File: config.mk
export PLATFORM = sky130hd
export DESIGN_NAME = sram_async_ctrl
export DESIGN_NICKNAME = d
export VERILOG_FILES = /design/src/rtl/sram_ctrl_pkg.sv /design/src/rtl/sram_ctrl_timer.sv /design/src/rtl/sram_ctrl_fsm.sv /design/src/rtl/sram_ctrl_pads.sv /design/src/rtl/sram_async_ctrl.sv
export SDC_FILE = /design/constraint.sdc
export NUM_CORES = 1
export LEC_CHECK = 0
export ABC_CLOCK_PERIOD_IN_PS = 1950
export BUFFER_PORTS_ARGS = -buffer_cell sky130_fd_sc_hd__buf_2
export CORE_MARGIN = 1.5
export CORE_UTILIZATION = 48
export DETAILED_ROUTE_END_ITERATION = 8
export PLACE_DENSITY_LB_ADDON = 0.25
export SLEW_MARGIN = 10
export SYNTH_ARGS = -nofsm -noshare
export SYNTH_HDL_FRONTEND = slang
export SYNTH_SLANG_ARGS = --single-unit
export TNS_END_PERCENT = 20
File: constraint.sdc
create_clock -name clk -period 1.95 [get_ports clk]
set_input_delay 0.39 -clock clk [delete_from_list [all_inputs] [get_ports clk]]
set_output_delay 0.39 -clock clk [all_outputs]
set_load 0.02 [all_outputs]
File: src/rtl/sram_ctrl_pkg.sv
package sram_ctrl_pkg;

   typedef enum logic [2:0] {
      ST_IDLE,
      ST_READ_ACCESS,
      ST_READ_CAPTURE,
      ST_WRITE_SETUP,
      ST_WRITE_PULSE,
      ST_WRITE_RECOVER,
      ST_BUS_TURNAROUND
   } ctl_state_e;

   // Strobe set applied to the RAM pins on the next edge
   typedef struct packed {
      logic cs_n;
      logic we_n;
      logic oe_n;
      logic drive;
   } pin_ctl_t;

   localparam pin_ctl_t PIN_STANDBY = '{cs_n: 1'b1, we_n: 1'b1, oe_n: 1'b1, drive: 1'b0};

   // Clock count covering a minimum time, never less than one cycle
   function automatic int ns_to_ticks(input int ns, input int clk_ns);
      int t;
      t = (ns + clk_ns - 1) / clk_ns;
      return (t < 1) ? 1 : t;
   endfunction

   function automatic int imax(input int a, input int b);
      return (a > b) ? a : b;
   endfunction

endpackage

File: src/rtl/sram_ctrl_timer.sv
module sram_ctrl_timer #(
   parameter int W = 4
) (
   input  logic         clk,
   input  logic         rst_n,
   input  logic         load,
   input  logic [W-1:0] load_val,
   output logic         done
);
   logic [W-1:0] cnt_q;

   always_ff @(posedge clk) begin
      if (!rst_n)
         cnt_q <= '0;
      else if (load)
         cnt_q <= load_val;
      else if (cnt_q != '0)
         cnt_q <= cnt_q - 1'b1;
   end

   assign done = (cnt_q == '0);
endmodule

File: src/rtl/sram_ctrl_fsm.sv
module sram_ctrl_fsm
   import sram_ctrl_pkg::*;
#(
   parameter int CLK_NS  = 10,
   parameter int T_RC_NS = 55,
   parameter int T_AA_NS = 55,
   parameter int T_OE_NS = 25,
   parameter int T_HZ_NS = 20,
   parameter int T_WP_NS = 35,
   parameter int T_CW_NS = 40,
   parameter int T_AW_NS = 40,
   parameter int T_DW_NS = 25
) (
   input  logic     clk,
   input  logic     rst_n,
   input  logic     req,
   input  logic     req_write,
   output logic     ready,
   output logic     latch,
   output logic     capture,
   output pin_ctl_t ctl_next
);
   localparam int N_ACC = imax(ns_to_ticks(T_AA_NS, CLK_NS), ns_to_ticks(T_OE_NS, CLK_NS));
   localparam int N_CYC = ns_to_ticks(T_RC_NS, CLK_NS);
   localparam int N_HZ  = ns_to_ticks(T_HZ_NS, CLK_NS);
   // The setup cycle already counts toward the address, select and data windows
   localparam int N_PUL = imax(ns_to_ticks(T_WP_NS, CLK_NS),
                          imax(ns_to_ticks(T_AW_NS, CLK_NS) - 1,
                          imax(ns_to_ticks(T_CW_NS, CLK_NS) - 1,
                               ns_to_ticks(T_DW_NS, CLK_NS) - 1)));
   localparam int N_MAX = imax(imax(N_ACC, N_CYC), imax(N_HZ, N_PUL));
   localparam int TW    = $clog2(N_MAX + 1);
   localparam int NTMR  = 2;   // 0: phase timer, 1: cycle-time timer

   localparam logic [TW-1:0] V_ACC = TW'(N_ACC - 1);
   localparam logic [TW-1:0] V_CYC = TW'(N_CYC - 1);
   localparam logic [TW-1:0] V_HZ  = TW'(N_HZ - 1);
   localparam logic [TW-1:0] V_PUL = TW'(N_PUL - 1);

   ctl_state_e      st_q, st_d;
   logic [NTMR-1:0] t_load, t_done;
   logic [TW-1:0]   t_val [NTMR];

   for (genvar g = 0; g < NTMR; g++) begin : g_tmr
      sram_ctrl_timer #(.W(TW)) u_tmr (
         .clk      (clk),
         .rst_n    (rst_n),
         .load     (t_load[g]),
         .load_val (t_val[g]),
         .done     (t_done[g])
      );
   end

   assign ready = (st_q == ST_IDLE) && t_done[1];

   always_comb begin
      st_d     = st_q;
      t_load   = '0;
      t_val[0] = '0;
      t_val[1] = V_CYC;
      ctl_next = PIN_STANDBY;
      latch    = 1'b0;
      capture  = 1'b0;
      case (st_q)
         ST_IDLE: begin
            if (req && ready) begin
               latch         = 1'b1;
               t_load[1]     = 1'b1;
               ctl_next.cs_n = 1'b0;
               if (req_write) begin
                  st_d           = ST_WRITE_SETUP;
                  ctl_next.drive = 1'b1;
               end else begin
                  st_d          = ST_READ_ACCESS;
                  ctl_next.oe_n = 1'b0;
                  t_load[0]     = 1'b1;
                  t_val[0]      = V_ACC;
               end
            end
         end
         ST_READ_ACCESS: begin
            if (t_done[0]) begin
               st_d    = ST_READ_CAPTURE;
               capture = 1'b1;
            end else begin
               ctl_next.cs_n = 1'b0;
               ctl_next.oe_n = 1'b0;
            end
         end
         ST_READ_CAPTURE: begin
            st_d      = ST_BUS_TURNAROUND;
            t_load[0] = 1'b1;
            t_val[0]  = V_HZ;
         end
         ST_BUS_TURNAROUND: begin
            if (t_done[0])
               st_d = ST_IDLE;
         end
         ST_WRITE_SETUP: begin
            st_d           = ST_WRITE_PULSE;
            t_load[0]      = 1'b1;
            t_val[0]       = V_PUL;
            ctl_next.cs_n  = 1'b0;
            ctl_next.we_n  = 1'b0;
            ctl_next.drive = 1'b1;
         end
         ST_WRITE_PULSE: begin
            ctl_next.cs_n  = 1'b0;
            ctl_next.drive = 1'b1;
            if (t_done[0])
               st_d = ST_WRITE_RECOVER;
            else
               ctl_next.we_n = 1'b0;
         end
         ST_WRITE_RECOVER: begin
            st_d = ST_IDLE;
         end
         default: st_d = ST_IDLE;
      endcase
   end

   always_ff @(posedge clk) begin
      if (!rst_n)
         st_q <= ST_IDLE;
      else
         st_q <= st_d;
   end
endmodule

File: src/rtl/sram_ctrl_pads.sv
module sram_ctrl_pads
   import sram_ctrl_pkg::*;
#(
   parameter int ADDR_W = 19,
   parameter int DATA_W = 8
) (
   input  logic              clk,
   input  logic              rst_n,
   input  logic              latch,
   input  logic              capture,
   input  pin_ctl_t          ctl_next,
   input  logic [ADDR_W-1:0] req_addr,
   input  logic [DATA_W-1:0] req_wdata,
   input  logic [DATA_W-1:0] sram_dq_i,
   output logic [ADDR_W-1:0] sram_addr,
   output logic              sram_cs_n,
   output logic              sram_we_n,
   output logic              sram_oe_n,
   output logic [DATA_W-1:0] sram_dq_o,
   output logic              sram_dq_oe,
   output logic [DATA_W-1:0] rdata,
   output logic              rdata_valid
);
   pin_ctl_t          ctl_q;
   logic [ADDR_W-1:0] addr_q;
   logic [DATA_W-1:0] wdat_q, rdat_q;
   logic              rval_q;

   always_ff @(posedge clk) begin
      if (!rst_n) begin
         ctl_q  <= PIN_STANDBY;
         addr_q <= '0;
         wdat_q <= '0;
         rdat_q <= '0;
         rval_q <= 1'b0;
      end else begin
         ctl_q  <= ctl_next;
         rval_q <= capture;
         if (latch) begin
            addr_q <= req_addr;
            wdat_q <= req_wdata;
         end
         if (capture)
            rdat_q <= sram_dq_i;
      end
   end

   assign sram_addr   = addr_q;
   assign sram_cs_n   = ctl_q.cs_n;
   assign sram_we_n   = ctl_q.we_n;
   assign sram_oe_n   = ctl_q.oe_n;
   assign sram_dq_oe  = ctl_q.drive;
   assign sram_dq_o   = wdat_q;
   assign rdata       = rdat_q;
   assign rdata_valid = rval_q;
endmodule

File: src/rtl/sram_async_ctrl.sv
module sram_async_ctrl
   import sram_ctrl_pkg::*;
#(
   parameter int ADDR_W  = 19,
   parameter int DATA_W  = 8,
   parameter int CLK_NS  = 10,
   parameter int T_RC_NS = 55,
   parameter int T_AA_NS = 55,
   parameter int T_OE_NS = 25,
   parameter int T_HZ_NS = 20,
   parameter int T_WP_NS = 35,
   parameter int T_CW_NS = 40,
   parameter int T_AW_NS = 40,
   parameter int T_DW_NS = 25
) (
   input  logic              clk,
   input  logic              rst_n,
   input  logic              req,
   input  logic              req_write,
   input  logic [ADDR_W-1:0] req_addr,
   input  logic [DATA_W-1:0] req_wdata,
   output logic              ready,
   output logic [DATA_W-1:0] rdata,
   output logic              rdata_valid,
   output logic [ADDR_W-1:0] sram_addr,
   output logic              sram_cs_n,
   output logic              sram_we_n,
   output logic              sram_oe_n,
   output logic [DATA_W-1:0] sram_dq_o,
   output logic              sram_dq_oe,
   input  logic [DATA_W-1:0] sram_dq_i
);
   if (ADDR_W < 1 || DATA_W < 1) begin : g_bad_width
      $error("sram_async_ctrl: ADDR_W and DATA_W must be positive");
   end
   if (CLK_NS < 1) begin : g_bad_clk
      $error("sram_async_ctrl: CLK_NS must be at least 1");
   end
   if (T_RC_NS < 0 || T_AA_NS < 0 || T_OE_NS < 0 || T_HZ_NS < 0 ||
       T_WP_NS < 0 || T_CW_NS < 0 || T_AW_NS < 0 || T_DW_NS < 0) begin : g_bad_time
      $error("sram_async_ctrl: timing minimums must not be negative");
   end

   logic     latch, capture;
   pin_ctl_t ctl_next;

   sram_ctrl_fsm #(
      .CLK_NS (CLK_NS),  .T_RC_NS(T_RC_NS), .T_AA_NS(T_AA_NS),
      .T_OE_NS(T_OE_NS), .T_HZ_NS(T_HZ_NS), .T_WP_NS(T_WP_NS),
      .T_CW_NS(T_CW_NS), .T_AW_NS(T_AW_NS), .T_DW_NS(T_DW_NS)
   ) u_fsm (
      .clk       (clk),
      .rst_n     (rst_n),
      .req       (req),
      .req_write (req_write),
      .ready     (ready),
      .latch     (latch),
      .capture   (capture),
      .ctl_next  (ctl_next)
   );

   sram_ctrl_pads #(.ADDR_W(ADDR_W), .DATA_W(DATA_W)) u_pads (
      .clk         (clk),
      .rst_n       (rst_n),
      .latch       (latch),
      .capture     (capture),
      .ctl_next    (ctl_next),
      .req_addr    (req_addr),
      .req_wdata   (req_wdata),
      .sram_dq_i   (sram_dq_i),
      .sram_addr   (sram_addr),
      .sram_cs_n   (sram_cs_n),
      .sram_we_n   (sram_we_n),
      .sram_oe_n   (sram_oe_n),
      .sram_dq_o   (sram_dq_o),
      .sram_dq_oe  (sram_dq_oe),
      .rdata       (rdata),
      .rdata_valid (rdata_valid)
   );
endmodule

==> flow_summary_export.csv, run 1 <==
group,metric,value,unit
status,status,"finished, final reports clean",
layout,syn2layout_area_growth,27.0,%
clock_tree,cts_root_buf,"clkbuf_8",
setup_path,rrSetupSlack,0.20,ns
timing,hold_violations,0,
clock_tree,clkLatencyLatePin,0.30,ns
route,drt-initial-drc-count,139,
floorplan,initial_core_util,50.8,%
clock_tree,cts-buffers-inserted,5,
place,portBuffers,79,
power_and_ir_drop,p_leak,0.00117,µW
logic_synthesis,yosysSeqAreaShare,47.6,%
clock_tree,clk_path_buf_depth,2,
floorplan,die_w,68.5,µm
power_and_ir_drop,power.total,4110,µW
setup_path,endpoint_kind,"output pin",
setup_path,critical_path_required,1.56,ns
place,dp_hpwl,3190,µm
timing,fin_skew,0.00724,ns
route,vias,1899,
floorplan,top_level_ports,80,
min_path,holdCritPathClass,"input pin to flip-flop",
layout,fill_cells,333,
timing,setup_tns,0,ns
route,routed_wl,4700,µm
route,viasPerCell,5.35,
route,drc,0,
min_path,holdPathEnd,"u_pads.rdata[4]",
logic_synthesis,synth_seq_cells,49,
logic_synthesis,netlist_top_cells_count,"dfxtp_1 (49), a21oi_1 (31), nand3_1 (28)",
timing,slew_headroom,65.5,%
logic_synthesis,synth_ff_type,"dfxtp_1",
min_path,whs_path_depth,2,
logic_synthesis,yosys.area.top_type,"dfxtp_1",
route,routedWlPerCell,13.2,µm
clock_tree,cts_resized,1,
logic_synthesis,yosysWarnings,0,
timing,worst_slew_pin_slew,0.513,ns
layout,register_area,981,µm²
timing,rsz0062_at_grt,"no",
min_path,min_from,"sram_dq_i[4]",
layout,num-nets-final,348,
logic_synthesis,syn_nets,272,
global_routing,antenna_found_initial,0,
power_and_ir_drop,power_density,1570,mW/mm²
global_routing,grt_usage,20.1,%
route,ant_nets,0,
global_routing,first_global_vias,1547,
clock_tree,post_cts_buffers,0,
clock_tree,clkTransAtPathRegs,0.09,ns
logic_synthesis,syn_avg_cell_area,9.04,µm²
logic_synthesis,yosysMostFrequentCell,"dfxtp_1",
floorplan,die_h,68.5,µm
floorplan,rows,23,
timing,finalSetupViolCount,0,
clock_tree,htreeDepth,2,
floorplan,core_region_area,0.00406,mm²
logic_synthesis,synth_top_area_share,47.6,%
setup_path,r2r-start,"u_fsm.g_tmr[0].u_tmr.cnt_q[0]",
global_routing,grt_pass1_wl,7060,µm
floorplan,die_area,0.00470,mm²
setup_path,critPathSlowestCell,"dfxtp_1",
timing,fmax,0.544,GHz
logic_synthesis,syn_inst,228,
clock_tree,cts_num_sinks,49,
logic_synthesis,synth_cell_types,48,
setup_path,cp.arrival,1.45,ns
layout,drive_above_1_share,34.4,%
timing,report.final.slew_viol_count,0,
layout,antennaDiodeCount,0,
timing,fin_crit,1.84,ns
timing,fin_crit_sh,94.3,%
logic_synthesis,async_reset_ff_share,0,%
global_routing,grt_max_degree,30,
clock_tree,cts_hold_buf,0,
logic_synthesis,ys_top_cells_by_area,"dfxtp_1 (48%), a21oi_1 (7.5%), nand3_1 (6.8%)",
place,finalWeightedCongestion,0.759,
setup_path,reg2reg_depth,5,
setup_path,cp-start-kind,"flip-flop",
global_routing,grt_overflow,0,
setup_path,path_class,"flip-flop to output pin",
layout,multi_input_area,961,µm²
logic_synthesis,synth-edff-count,0,
logic_synthesis,netlist_area,0.00206,mm²
setup_path,rr_endpoint,"u_fsm.st_q[0]",
setup_path,cpPeakStageDelay,0.35,ns
clock_tree,cts_tree,"built",
power_and_ir_drop,ir_worst_vdd,0.000739,V
setup_path,cp_max_fo,10,
route,firstDrtPassIters,4,
flow_run,maxCapViolCount,0,
setup_path,path_cells,"inv_1 -> ha_1 -> ha_4 -> and2_1 -> buf_2",
how the worst max path moves through the flow:
stage	endpoint	cells past startpoint	from
finish	ready	5	u_fsm.g_tmr[1].u_tmr.cnt_q[0]
CTS	ready	5	u_fsm.g_tmr[1].u_tmr.cnt_q[0]
global route	u_fsm.st_q[0]	5	u_fsm.g_tmr[0].u_tmr.cnt_q[0]
floorplan	u_pads.sram_addr[8]	9	u_fsm.g_tmr[1].u_tmr.cnt_q[0]
global placement	u_fsm.st_q[0]	5	u_fsm.g_tmr[0].u_tmr.cnt_q[0]
detailed placement	u_fsm.st_q[0]	5	u_fsm.g_tmr[0].u_tmr.cnt_q[0]
worst max-delay path, delay by kind of cell, from the launching register on:
kind	cells	cell delay (ns)
fa+ha+maj	2	0.45
flops	1	0.35
buf+inv	2	0.21
simple gates	1	0.14
area by class of cell:
| class | instances | area share (%) |
|---|---|---|
| Tap cell | 50 | 2.39 |
| Multi-Input combinational cell | 151 | 36.7 |
| Sequential cell | 49 | 37.5 |
| Clock inverter | 1 | 0.191 |
| Inverter | 8 | 1.15 |
| Clock buffer | 7 | 3.68 |
| Timing Repair Buffer | 89 | 18.4 |
state kept, by name, indices dropped and copies added (netlist names):
| signal | flops |
|---|---|
| u_pads.sram_addr | 19 |
| u_pads.rdata | 8 |
| u_pads.sram_dq_o | 8 |
| u_fsm.g_tmr.u_tmr.cnt_q | 6 |
| u_fsm.st_q | 3 |
| u_pads.rdata_valid | 1 |
| u_pads.sram_cs_n | 1 |
| u_pads.sram_dq_oe | 1 |
| u_pads.sram_oe_n | 1 |
| u_pads.sram_we_n | 1 |
per-stage QoR:
stage	utilization (%)	hold slack, ns	cells	area [µm²]	setup slack, ns
floorplan	-	0.516	228	2060	0.312
global placement	61.7	0.457	347	2500	0.259
detailed placement	61.7	0.458	347	2500	0.209
CTS	64.3	0.292	355	2610	0.0725
global route	64.5	0.296	355	2620	0.0161
finish	64.5	0.300	355	2620	0.110
cells in the final DEF, fill, tap and decap left out, drive strengths merged, types with 2 or more instances in the layout:
cell type and instances:
dfxtp 49, or3 2, and2 2, a22o 8, nand2b 2, ha 5
clkbuf 7, inv 8, nor3 2, mux2i 2, nand2 7, buf 89
nor2b 4, o21ai 31, a21oi 31, xnor2 2, nor2 3, nand3 28
routing by layer:
metal	global-route usage [%]	part of all wire, %	vias to the layer above
li1	-	-	968
met1	26.5	47	859
met2	31.4	45	64
met3	4.71	6.3	8
met4	8.25	1.5	0
met5	0	0	-
power breakdown:
part | switching [µW] | total (µW) | internal (µW)
Combinational | 1290 | 2060 | 775
Clock | 320 | 640 | 321
Sequential | 147 | 1410 | 1260
Total | 1760 | 4110 | 2360
kinds of logic after synthesis:
family          Yosys count  synth area share [%]
compound gates           83                  23.7
simple gates             57                  16.2
flops                    49                  47.6
buf+inv                  28                  6.67
fa+ha+maj                 5                  3.03
xor+xnor                  3                  1.27
mux                       3                  1.52
No activity file was read; power rests on OpenSTA's default activity.
==> run 2: changes to the inputs <==
Settings changed: CORE_MARGIN 1.5 to 2.
==> flow_summary_export.csv, run 2 (synthesis results as in run 1) <==
group,metric,value,unit
status,status,"finished, final reports clean",
min_path,holdCritPathClass,"input pin to flip-flop",
clock_tree,cts_tree,"built",
route,routedWlPerCell,13.5,µm
global_routing,grt_pass1_wl,7650,µm
route,routed_wl,4740,µm
layout,syn2layout_area_growth,24.0,%
timing,setup_ws,0.124,ns
global_routing,grt_util_met1,24.8,%
layout,largest_reg_flops,19,
global_routing,use_met3,5.09,%
min_path,min_from,"sram_dq_i[3]",
setup_path,cpPeakStageDelay,0.69,ns
setup_path,startpoint,"u_fsm.st_q[1]",
timing,slew_headroom,61.4,%
place,dp_hpwl,3180,µm
global_routing,grt_overflow,0,
clock_tree,htreeDepth,2,
clock_tree,cts_root_buf,"clkbuf_8",
clock_tree,cts_num_sinks,49,
layout,final_cell_mix,"buf_2 (79), dfxtp_1 (49), a21oi_1 (31)",
global_routing,grt.busiest_layer,"met2",
global_routing,use_met2,31.1,%
clock_tree,clkTransAtPathRegs,0.08,ns
floorplan,die_area,0.00484,mm²
place,portBuffers,79,
route,ant_nets,0,
place,place_ws,0.222,ns
clock_tree,cts_hold_buf,0,
place,placed_area,0.00247,mm²
floorplan,top_level_ports,80,
power_and_ir_drop,p_leak,0.00113,µW
place,finalWeightedCongestion,0.769,
route,vias,1880,
layout,drive_above_1_share,33.1,%
timing,fin_crit,1.83,ns
global_routing,first_global_vias,1684,
setup_path,path_class,"flip-flop to output pin",
floorplan,die_h,69.5,µm
layout,stdcell_area,0.00256,mm²
global_routing,grt_max_degree,30,
route,viasPerCell,5.34,
floorplan,die_w,69.5,µm
layout,antennaDiodeCount,0,
route,drc,0,
global_routing,antenna_found_initial,0,
route,drt-initial-drc-count,127,
setup_path,endpoint_kind,"output pin",
layout,final_common_cell,"buf_2",
flow_run,maxCapViolCount,0,
floorplan,initial_core_util,50.8,%
timing,worst_slew_pin_slew,0.579,ns
layout,fill_cells,371,
timing,report.final.slew_viol_count,0,
setup_path,cp_max_fo,16,
timing,rsz0062_at_grt,"no",
timing,setup_tns,0,ns
setup_path,cp_num_buf_inv,1,
power_and_ir_drop,ir_worst_vdd,0.000746,V
setup_path,critPathSlowestCell,"dfxtp_1",
setup_path,cp_top_family,"flip-flops",
floorplan,core_region_area,0.00406,mm²
setup_path,cp.arrival,1.44,ns
clock_tree,clkLatencyLatePin,0.30,ns
timing,finalSetupViolCount,0,
global_routing,grt_usage,19.1,%
power_and_ir_drop,power_density,1550,mW/mm²
timing,fin_skew,0.00288,ns
clock_tree,clk_path_buf_depth,2,
layout,num-nets-final,345,
clock_tree,cts-buffers-inserted,5,
timing,fmax,0.548,GHz
floorplan,rows,23,
setup_path,cp-start-kind,"flip-flop",
setup_path,critical_path_required,1.56,ns
setup_path,path_cells,"nor3_2 -> and2_1 -> buf_2",
timing,fin_crit_sh,93.6,%
timing,hold_violations,0,
setup_path,r2r-start,"u_fsm.g_tmr[0].u_tmr.cnt_q[0]",
route,firstDrtPassIters,4,
## run 2: metal layers
metal	share of wire, %	vias to the layer above
met5	0	-
met4	1.1	0
met3	5.5	5
met2	48	45
met1	46	871
li1	-	959
## run 2: path summary, 6_finish.rpt
check             slack (ns)               to  cells past startpoint
setup / recovery        0.12            ready                      3
hold / removal          0.30  u_pads.rdata[3]                      2
setup reg to reg        0.21    u_fsm.st_q[0]                      5
hold reg to reg         0.48  u_pads.rdata[7]                      1
## run 2: metrics by stage
stage	instances	hold WS (ns)	utilization [%]	power (µW)
3_5_place_dp	344	0.460	60.9	3410
6_report	352	0.295	63.0	3960
4_1_cts	352	0.288	62.9	3990
3_3_place_gp	344	0.457	60.9	3370
2_1_floorplan	228	0.516	-	2950
5_1_grt	352	0.295	63.0	4250
## run 2: cell type report
cell class | instances | area, µm² | area share (%)
Timing Repair Buffer | 86 | 448 | 17.5
Multi-Input combinational cell | 151 | 951 | 37.2
Sequential cell | 49 | 981 | 38.4
Tap cell | 50 | 62.6 | 2.45
Inverter | 8 | 30.0 | 1.17
Clock buffer | 7 | 76.3 | 2.99
Clock inverter | 1 | 7.51 | 0.294
## run 2: what timing repair did
item,CTS,global route
endpoints found under the setup margin,0,1
setup buffers,0,0
resized for setup,0,1
## run 2: power breakdown
group	switching [µW]	internal (µW)
clock network	320	254
logic	1230	698
registers	193	1260
